--- config.mk ---
export PLATFORM = sky130hd
export DESIGN_NAME = at_array_trig
export DESIGN_NICKNAME = d
export VERILOG_FILES = /design/src/rtl/at_pkg.sv /design/src/rtl/at_nbr_buf.sv /design/src/rtl/at_prescale.sv /design/src/rtl/at_array_trig.sv
export SDC_FILE = /design/constraint.sdc
export NUM_CORES = 2
export LEC_CHECK = 0
export ABC_AREA = 1
export CAP_MARGIN = 10
export CORE_MARGIN = 3
export CORE_UTILIZATION = 45
export CTS_CLUSTER_DIAMETER = 150
export DETAILED_ROUTE_END_ITERATION = 8
export GPL_TIMING_DRIVEN = 1
export PLACE_DENSITY_LB_ADDON = 0.12
export SYNTH_ARGS = -nofsm -noshare
export SYNTH_HDL_FRONTEND = slang
export SYNTH_SLANG_ARGS = --single-unit
--- constraint.sdc ---
create_clock -name clk -period 7.5 [get_ports clk]
set_input_delay 1.125 -clock clk [delete_from_list [all_inputs] [get_ports clk]]
set_output_delay 1.125 -clock clk [all_outputs]
set_load 0.05 [all_outputs]
--- src/rtl/at_pkg.sv ---
package at_pkg;
    localparam int AT_NTEL  = 9;
    localparam int AT_NNB   = AT_NTEL - 1;
    localparam int AT_ID_W  = 4;
    localparam int AT_TS_W  = 24;
    localparam int AT_DLY_W = 16;
    localparam int AT_WIN_W = 12;
    localparam int AT_THR_W = 4;
    localparam int AT_PS_W  = 16;
    localparam int AT_CNT_W = $clog2(AT_NNB + 1);

    typedef struct packed {
        logic                 vld;
        logic [AT_ID_W-1:0]   id;
        logic [AT_TS_W-1:0]   ts;
    } at_rpt_t;

    typedef struct packed {
        logic                 vld;
        logic                 pass;
        logic [AT_NTEL-1:0]   map;
        logic [AT_TS_W-1:0]   ts;
    } at_dec_t;

    function automatic logic [AT_TS_W+2:0] at_absdiff(
        input logic signed [AT_TS_W+1:0] a,
        input logic signed [AT_TS_W+1:0] b);
        logic signed [AT_TS_W+2:0] d;
        d = {a[AT_TS_W+1], a} - {b[AT_TS_W+1], b};
        return d[AT_TS_W+2] ? -d : d;
    endfunction
endpackage

--- src/rtl/at_nbr_buf.sv ---
module at_nbr_buf
    import at_pkg::*;
#(
    parameter int KEEP = 8
) (
    input  logic                 clk,
    input  logic                 rst,
    input  logic                 wr,
    input  logic [AT_TS_W-1:0]   ts,
    input  logic [AT_DLY_W-1:0]  dly,
    input  logic                 en,
    input  logic [AT_TS_W-1:0]   lts,
    input  logic [AT_WIN_W-1:0]  win,
    output logic                 hit
);
    localparam int AGE_W = $clog2(KEEP + 1);

    logic signed [AT_TS_W+1:0] corr;
    logic [AGE_W-1:0]          age;
    logic [AT_TS_W+2:0]        mag;

    always_ff @(posedge clk) begin
        if (rst) begin
            corr <= '0;
            age  <= AGE_W'(KEEP);
        end else if (wr) begin
            corr <= $signed({2'b00, ts}) - {{(AT_TS_W+2-AT_DLY_W){dly[AT_DLY_W-1]}}, dly};
            age  <= '0;
        end else if (age < AGE_W'(KEEP)) begin
            age  <= age + 1'b1;
        end
    end

    always_comb begin
        mag = at_absdiff(corr, $signed({2'b00, lts}));
        hit = en && (age < AGE_W'(KEEP)) &&
              (mag <= {{(AT_TS_W+3-AT_WIN_W){1'b0}}, win});
    end

    AST_STAMP_HOLD: assert property (@(posedge clk) disable iff (rst)
        !wr |=> $stable(corr)) else $error("stamp changed without a write");
endmodule

--- src/rtl/at_prescale.sv ---
module at_prescale
    import at_pkg::*;
(
    input  logic                clk,
    input  logic                rst,
    input  logic                fail,
    input  logic [AT_PS_W-1:0]  m,
    output logic                pass
);
    logic [AT_PS_W-1:0] cnt;

    always_comb pass = fail && (m != '0) && (cnt >= m - 1'b1);

    always_ff @(posedge clk) begin
        if (rst)                    cnt <= '0;
        else if (pass)              cnt <= '0;
        else if (fail && m != '0)   cnt <= cnt + 1'b1;
    end

    AST_PS_OFF: assert property (@(posedge clk) disable iff (rst)
        (m == '0) |-> !pass) else $error("pass-through while disabled");
endmodule

--- src/rtl/at_array_trig.sv ---
module at_array_trig
    import at_pkg::*;
#(
    parameter int LAT = 4
) (
    input  logic                        clk,
    input  logic                        rst,
    input  logic                        rpt_vld,
    input  logic [AT_ID_W-1:0]          rpt_id,
    input  logic [AT_TS_W-1:0]          rpt_ts,
    input  logic                        tst_en,
    input  logic                        tst_vld,
    input  logic [AT_ID_W-1:0]          tst_id,
    input  logic [AT_TS_W-1:0]          tst_ts,
    input  logic                        loc_vld,
    input  logic [AT_TS_W-1:0]          loc_ts,
    input  logic [AT_NNB*AT_DLY_W-1:0]  cfg_dly,
    input  logic [AT_WIN_W-1:0]         cfg_win,
    input  logic [AT_THR_W-1:0]         cfg_thr,
    input  logic [AT_NNB-1:0]           cfg_mask,
    input  logic [AT_PS_W-1:0]          cfg_ps,
    output logic                        trg_vld,
    output logic                        trg_pass,
    output logic [AT_NTEL-1:0]          trg_map,
    output logic [AT_TS_W-1:0]          trg_ts
);
    localparam int KEEP  = 2 * LAT;
    localparam int LCT_W = $clog2(LAT + 1);

    at_rpt_t             src;
    logic [AT_NNB-1:0]   hits;
    logic [AT_CNT_W-1:0] nhit;
    logic                pend, fire_now, meet, ps_pass;
    logic [LCT_W-1:0]    lcnt;
    logic [AT_TS_W-1:0]  lts;
    at_dec_t             dec;

    always_comb begin
        src = tst_en ? '{vld: tst_vld, id: tst_id, ts: tst_ts}
                     : '{vld: rpt_vld, id: rpt_id, ts: rpt_ts};
    end

    for (genvar i = 0; i < AT_NNB; i++) begin : g_nb
        at_nbr_buf #(.KEEP(KEEP)) u_buf (
            .clk (clk),
            .rst (rst),
            .wr  (src.vld && (src.id == AT_ID_W'(i + 1))),
            .ts  (src.ts),
            .dly (cfg_dly[i*AT_DLY_W +: AT_DLY_W]),
            .en  (cfg_mask[i]),
            .lts (lts),
            .win (cfg_win),
            .hit (hits[i])
        );
    end

    always_comb begin
        nhit     = AT_CNT_W'($countones(hits));
        fire_now = pend && (lcnt == '0);
        meet     = {{(AT_THR_W > AT_CNT_W ? 0 : AT_CNT_W-AT_THR_W){1'b0}}, nhit} >= cfg_thr;
    end

    at_prescale u_ps (
        .clk  (clk),
        .rst  (rst),
        .fail (fire_now && !meet),
        .m    (cfg_ps),
        .pass (ps_pass)
    );

    always_ff @(posedge clk) begin
        if (rst) begin
            pend <= 1'b0;
            lcnt <= '0;
            lts  <= '0;
            dec  <= '0;
        end else begin
            dec <= '0;
            if (fire_now) begin
                pend <= 1'b0;
                if (meet || ps_pass)
                    dec <= '{vld: 1'b1, pass: !meet, map: {hits, 1'b1}, ts: lts};
            end else if (pend) begin
                lcnt <= lcnt - 1'b1;
            end else if (loc_vld) begin
                pend <= 1'b1;
                lcnt <= LCT_W'(LAT);
                lts  <= loc_ts;
            end
        end
    end

    assign trg_vld  = dec.vld;
    assign trg_pass = dec.pass;
    assign trg_map  = dec.map;
    assign trg_ts   = dec.ts;

    AST_ONE_CYCLE: assert property (@(posedge clk) disable iff (rst)
        trg_vld |=> !trg_vld) else $error("decision wider than one cycle");
    AST_LOCAL_BIT: assert property (@(posedge clk) disable iff (rst)
        trg_vld |-> trg_map[0]) else $error("local bit missing");
    AST_MASKED_OUT: assert property (@(posedge clk) disable iff (rst)
        trg_vld |-> ((trg_map[AT_NTEL-1:1] & ~$past(cfg_mask)) == '0)) else $error("masked neighbor in map");
    AST_THR_MET: assert property (@(posedge clk) disable iff (rst)
        (trg_vld && !trg_pass) |-> ($countones(trg_map[AT_NTEL-1:1]) >= int'($past(cfg_thr)))) else $error("fired below threshold");
    AST_PASS_COND: assert property (@(posedge clk) disable iff (rst)
        (trg_vld && trg_pass) |-> (($countones(trg_map[AT_NTEL-1:1]) < int'($past(cfg_thr))) && ($past(cfg_ps) != '0))) else $error("bad pass-through");
endmodule

Word level (Yosys, flattened, before mapping)
Cells that the tools add are included.

storage, ports and cells
  flip-flop bits (word level) = 319
  latch bits = 0
  RAM bits = 0
  ROM bits = 0
  input bits = 254
  memories = 0

cells by class
  add/subtract/negate cells = 42
  multiply operators = 0
  divide/modulo/power cells = 0
  $lt $le $gt $ge = 18
  equal/unequal tests = 8
  shift-type cells = 0
  multiplexer cells = 30
  bitwise gates (word level) = 3
  reductions and logical operators = 55

operators with widths
  cell                                                 number
  less-or-equal comparator 27 x 12 -> 1 bit            8
  two-way mux 27 bit                                   8
  negator 27 bit                                       8
  subtractor 26 x 25 -> 27 bit                         8
  subtractor 25 x 16 -> 26 bit                         8
  two-way mux 4 bit                                    16
  two-way mux 35 bit                                   1
  adder 4 x 1 -> 4 bit (second input constant)         8
  less-than comparator 4 bit (second input constant)   8
  two-way mux 29 bit                                   1
  logical AND 1 bit                                    28
  OR reduction 2 bit                                   11
  nonzero test 2 bit                                   9
  adder 16 x 1 -> 16 bit (second input constant)       1
  == test 4 x 3 -> 1 bit (second input constant)       4
  greater-or-equal comparator 16 bit                   1
  nonzero test 16 bit                                  1
  subtractor 16 x 1 -> 16 bit (second input constant)  1
  adder 1 x 1 -> 2 bit                                 4
  == test 4 x 2 -> 1 bit (second input constant)       2
  adder 2 x 2 -> 3 bit                                 2
  two-way mux 3 bit                                    2
  adder 3 x 3 -> 4 bit                                 1
  == test 4 x 1 -> 1 bit (second input constant)       1
  other kinds (11)                                     14

Logic depth before layout (Yosys ltp)
  word-level depth = 16
  depth in mapped cells = 57
  gate-level depth less buffers = 55

Hierarchy
From an unflattened synthesis, not the netlist that was laid out.

second synthesis, totals
  cells, all modules = 8281
  area, all modules = 47879.7 um^2

by module, submodules not included
  module                           instances  cells an instance  area an instance (um^2)  seq. area each (um^2)
  at_nbr_buf at g_nb[0].u_buf ...  5          964                5426.5                   600.6
  at_nbr_buf at g_nb[2].u_buf      1          1027               5683.0                   600.6
  at_nbr_buf at g_nb[7].u_buf      1          954                5380.2                   600.6
  at_nbr_buf at g_nb[1].u_buf      1          919                5245.0                   600.6
  at_array_trig                    1          313                2795.2                   1241.2
  at_prescale                      1          248                1644.1                   320.3

Least setup slack after synthesis
Ideal clock, no wire load.

  kind = flip-flop to flip-flop
  start point = register lts[1]
  end point = register u_ps.cnt[15]
  library setup time = 0.065 ns
  data arrival time = 7.788 ns
  data required time = 7.435 ns
  setup slack = -0.353 ns
  stages on the path, launching flop included = 53
  buffers on the path = 2
  cell sequence = dfxtp_1 > inv_1 > fa_1 > nand2_2 > a21oi_4 > nand2_1 > nand2_1 > nand3_1 > nand3_1 > o21ai_2 > buf_4 > buf_2 > o21ai_0 > xnor2_1 > inv_1 > ha_1 > a21oi_1 > o21ai_0 > (+17 left out) > xor2_1 > ha_1 > nand2_1 > inv_1 > o21ai_0 > nand3_1 > nor2_1 > nand2_1 > nor3_2 > nand4_1 > nor2_2 > nand2_1 > nor2_1 > nand2_1 > nor2_1 > xor2_1 > inv_1 > nor2_1

between the ends
  longest elaborated chain between the ends = 14

RTL lines
  what                                          line                                  text
  from (decl)                                   at_array_trig.sv:35                   logic [AT_TS_W-1:0] lts;
  from (signal assigned)                        at_array_trig.sv:88                   lts <= loc_ts;
  subtractor 26 x 25 -> 27 bit *                at_pkg.sv:29                          d = {a[AT_TS_W+1], a} - {b[AT_TS_W+1], b};
  negator 27 bit                                at_pkg.sv:30                          return d[AT_TS_W+2] ? -d : d;
  two-way mux 27 bit *                          at_pkg.sv:30
  less-or-equal comparator 27 x 12 -> 1 bit *   at_nbr_buf.sv:37                      (mag <= {{(AT_TS_W+3-AT_WIN_W){1'b0}}, win});
  logical AND 1 bit *                           at_nbr_buf.sv:36                      hit = en && (age < AGE_W'(KEEP)) &&
  named net g_nb[1].u_buf.hit                   at_nbr_buf.sv:14                      output logic hit
  adder 1 x 1 -> 2 bit (not written as such) *  at_array_trig.sv:58                   nhit = AT_CNT_W'($countones(hits));
  adder 2 x 2 -> 3 bit (not written as such) *  at_array_trig.sv:58
  adder 3 x 3 -> 4 bit (not written as such) *  at_array_trig.sv:58
  greater-or-equal comparator 4 bit *           at_array_trig.sv:60                   meet = {{(AT_THR_W > AT_CNT_W ? 0 : AT_CNT_W-AT_THR_W){1'b0}}, nhit} >= cfg_thr;
  zero test 1 bit *                             at_array_trig.sv:66                   .fail (fire_now && !meet),
  logical AND 1 bit *                           at_array_trig.sv:66
  logical AND 1 bit *                           at_prescale.sv:12, at_prescale.sv:17
  logical AND 1 bit                             at_prescale.sv:12                     always_comb pass = fail && (m != '0) && (cnt >= m - 1'b1);
  OR reduction 2 bit (no source line)           --
  to (signal assigned)                          at_prescale.sv:17                     else if (fail && m != '0) cnt <= cnt + 1'b1;
  to (decl)                                     at_prescale.sv:10                     logic [AT_PS_W-1:0] cnt;

The timed path passes the listed nets; every way through them passes the cells marked *.
A chain may end at the register's enable or synchronous reset.

Worst setup path after layout
  start point = register lts[17]
  end point = register dec (netlist bit trg_ts[2])

between the ends
  longest elaborated chain between the ends = 16

RTL lines
  what                                          line                 text
  subtractor 26 x 25 -> 27 bit *                at_pkg.sv:29
  negator 27 bit                                at_pkg.sv:30
  two-way mux 27 bit *                          at_pkg.sv:30
  less-or-equal comparator 27 x 12 -> 1 bit *   at_nbr_buf.sv:37
  logical AND 1 bit *                           at_nbr_buf.sv:36
  named net g_nb[3].u_buf.hit                   at_nbr_buf.sv:14
  adder 1 x 1 -> 2 bit (not written as such) *  at_array_trig.sv:58
  adder 2 x 2 -> 3 bit (not written as such) *  at_array_trig.sv:58
  adder 3 x 3 -> 4 bit (not written as such) *  at_array_trig.sv:58
  greater-or-equal comparator 4 bit *           at_array_trig.sv:60
  zero test 1 bit                               at_array_trig.sv:66
  logical AND 1 bit                             at_array_trig.sv:66
  logical AND 1 bit (2 in series)               at_prescale.sv:12
  logical OR 1 bit *                            at_array_trig.sv:81  if (meet || ps_pass)
  inverter 1 bit (no source line) *             --
  OR reduction 3 bit (no source line) *         --
  to (signal assigned)                          at_array_trig.sv:82  dec <= '{vld: 1'b1, pass: !meet, map: {hits, 1'b1}, ts: lts};
  to (decl)                                     at_array_trig.sv:36  at_dec_t dec;

Marks and branches as above.

==> flow_metrics.env <==
export IMPL_drv_slew=0
export IMPL_netlist_top_cells_area="nand2_1 18%, ha_1 15%, dfxtp_1 14%"
export IMPL_max_stage_delay_ns=0.54
export IMPL_grt_max_degree=58
export IMPL_cellLeakagePower_uw=0.0324
export IMPL_maxCapViolCount=0
export IMPL_route_vias_total=54200
export IMPL_place_area_um2=55400
export IMPL_fin_skew_ns=0.0380
export IMPL_synthTopCellsByCount="2097 x nand2_1, 1206 x inv_1, 696 x nor2_1"
export IMPL_hp_class="flip-flop to flip-flop"
export IMPL_peakVddDrop_mv=0.147
export IMPL_ys_ff_latch=318
export IMPL_nets=9586
export IMPL_clkSlewWorstSetupHoldPaths_ns=0.06
export IMPL_areaGrowthSynthToFinish_pct=33.0
export IMPL_p_int_uw=5490
export IMPL_max_freq_mhz=125
export IMPL_antenna_found_initial=14
export IMPL_yosysMostFrequentCell="nand2_1"
export IMPL_cts_tree="done"
export IMPL_p_per_area_nw_per_um2=172
export IMPL_die_y_um=320
export IMPL_p_seq_share_pct=17.5
export IMPL_htree_levels=2
export IMPL_p_sw_share_pct=45.7
export IMPL_crit_type="flip-flop to flip-flop"
export IMPL_dp_hpwl_mm=157
export IMPL_yosysUniqueCellTypes=63
export IMPL_yosysTopAreaCell="nand2_1"
export IMPL_async_reset_ff_share_pct=0
export IMPL_seq_area_frac_synth_pct=14.4
export IMPL_critPathRequiredTime_ns=8.00
export IMPL_multi_input_area_um2=34400
export IMPL_arrival_ns=8.51
export IMPL_ant_nets=0
export IMPL_gp_congestion=1.04
export IMPL_final_layout_size_suffix_gt1_share_pct=17.4
export IMPL_die_w_um=320
export IMPL_root_buffer="clkbuf_16"
export IMPL_min_period_ns=8.01
export IMPL_setup_tns_ns=-19.43
export IMPL_fin_crit_sh_pct=107
export IMPL_grt_total_usage_pct=36.4
export IMPL_core_area_um2=97100
export IMPL_crit_fanout=7
export IMPL_synth_fp_nets=8395
export IMPL_slowest_stage="fa_2"
export IMPL_outcome="finished, violations left"
export IMPL_synth_warnings=0
export IMPL_cp_top_family="adder cells"
export IMPL_avgRoutedWirePerCell_um=19.3
export IMPL_grt_pass1_wl_mm=287
export IMPL_power_switching_uw=4630
export IMPL_num_rows=114
export IMPL_slew_headroom_pct=17.4
export IMPL_p_comb_share_pct=61.1
export IMPL_netlist_instances=7590
export IMPL_nFillCells=9678
export IMPL_timing_final_ws_setup_ns=-0.506
export IMPL_avgSynthCellArea_um2=5.84
export IMPL_rsz0062_at_grt="yes"
export IMPL_viasPerCell=5.38
export IMPL_die_area_um2=102000
export IMPL_drtIter0Drc=4732
export IMPL_firstDrtPassIters=6
export IMPL_io_pins=289
export IMPL_routed_wirelength_mm=195
export IMPL_grt_pass1_vias=49000
export IMPL_clockBufferDepth=3
export IMPL_final_area_um2=59000
export IMPL_drc_errors=0
export IMPL_violations="negative setup slack"
export IMPL_insertion_delay_ns=0.64
export IMPL_tightest_slew_ns=1.24
export IMPL_cts_buffers=43
export IMPL_p_clk_share_pct=21.3
export IMPL_setup_viol=50
export IMPL_grt_ovfl_total=0
export IMPL_synth_top_area_share_pct=17.8
export IMPL_cpMostUsedCell="buf_6"
export IMPL_pre_cts_slack_ns=-0.985
export IMPL_setup_worst_path_start_class="flip-flop"
export IMPL_hold_buffers=0
export IMPL_post_route_util_pct=60.7
export IMPL_regArea_um2=6370
export IMPL_syn_area_um2=44300
export IMPL_cp_num_buf_inv=20
export IMPL_port_buffers=288
export IMPL_worstSetupEndpointType="flip-flop"
export IMPL_synth_edf_count=0
export IMPL_start_util_pct=45.6
export IMPL_finalHoldViolCount=0
export IMPL_synth_main_ff_cell="dfxtp_1"
export IMPL_cts_sinks=318
-- layout by cell type, fill, tap and decap left out, types with 57 or more instances in the layout --
cell and instances:
nand2_1 2039, inv_1 1172, buf_4 885, nor2_1 653
nand3_1 562, a21oi_1 530, ha_1 489, o21ai_0 399
dfxtp_1 315, clkdlybuf4s50_1 286, xor2_1 164, nand4_1 126
nand2_2 99, nor3_1 93, xnor2_1 62, nor2_2 61
nand3b_1 57
-- per-stage QoR --
step / hold slack, ns / power (µW) / std cells
after floorplan: 0.439 / 5350 / 7590
after global placement: 0.452 / 7490 / 9942
after detailed placement: 0.460 / 7570 / 9943
after CTS: 0.467 / 9840 / 10000
after global routing: 0.483 / 10900 / 10100
final: 0.470 / 10100 / 10100
-- logic make-up after synthesis --
kind of cell | count (synthesis) | share of synthesized area (%)
DFF | 318 | 14.4
xor gates and xnor gates | 232 | 4.64
adders and majority gates | 551 | 15.9
buffers and inverters | 1319 | 11.3
AOI/OAI and AO/OA | 1269 | 15.7
and+or+nand+nor | 3879 | 37.6
muxes | 22 | 0.556
-- power groups by stage --
stage	Combinational, µW	Clock (µW)	Sequential, µW
final	6190	2160	1770
after global routing	6830	2250	1780
after CTS	5880	2190	1770
after detailed placement	5760	0	1810
after global placement	5690	0	1810
after floorplan	3550	0	1800
-- state kept, by name, indices dropped and copies added, names as in the netlist --
register,flops
u_ps.cnt,16
trg_vld,1
g_nb.u_buf.corr,208
trg_pass,1
trg_map,8
pend,1
g_nb.u_buf.age,32
trg_ts,24
lcnt,3
lts,24
-- layout make-up --
| class | instances | share of cell area, % |
|---|---|---|
| Clock buffer | 54 | 2.00 |
| Sequential cell | 318 | 10.8 |
| Clock inverter | 21 | 0.422 |
| Multi-Input combinational cell | 5954 | 58.4 |
| Antenna cell | 5 | 0.0212 |
| Timing Repair Buffer | 1240 | 17.8 |
| Inverter | 1224 | 7.82 |
| Tap cell | 1276 | 2.71 |
-- final timing paths --
kind	endpoint	depth (start not counted)	from	slack [ns]
max reg2reg	trg_ts[2]$_SDFF_PP0_	53	lts[17]$_SDFFE_PP0P_	-0.51
max	trg_ts[2]$_SDFF_PP0_	53	lts[17]$_SDFFE_PP0P_	-0.51
min reg2reg	lcnt[1]$_SDFFE_PP0P_	2	lcnt[1]$_SDFFE_PP0P_	0.47
min	lcnt[1]$_SDFFE_PP0P_	2	lcnt[1]$_SDFFE_PP0P_	0.47
-- layer usage --
| metal | GRT usage [%] | up-vias | wire length (µm) |
|---|---|---|---|
| li1 | - | 27200 | - |
| met1 | 50.5 | 24700 | 87200 |
| met2 | 55.5 | 2033 | 80700 |
| met3 | 5.35 | 353 | 16300 |
| met4 | 16.8 | 2 | 10400 |
| met5 | 0 | - | 13 |
-- worst register-to-register path, delay by kind of cell, from the launching register on --
kind	cells	cell delay [ns]
compound gates	3	0.35
flops	1	0.34
fa+ha+maj	8	2.73
buf+inv	20	2.24
simple gates	21	2.07
xor+xnor	1	0.15
-- timing repair --
action                     in CTS  in global routing
gates resized for setup       112                262
gates cloned                    2                  3
setup endpoints to repair      50                 50
pin swaps                      58                 64
buffers inserted               28                 43
Power figures use the tool's default switching activity.
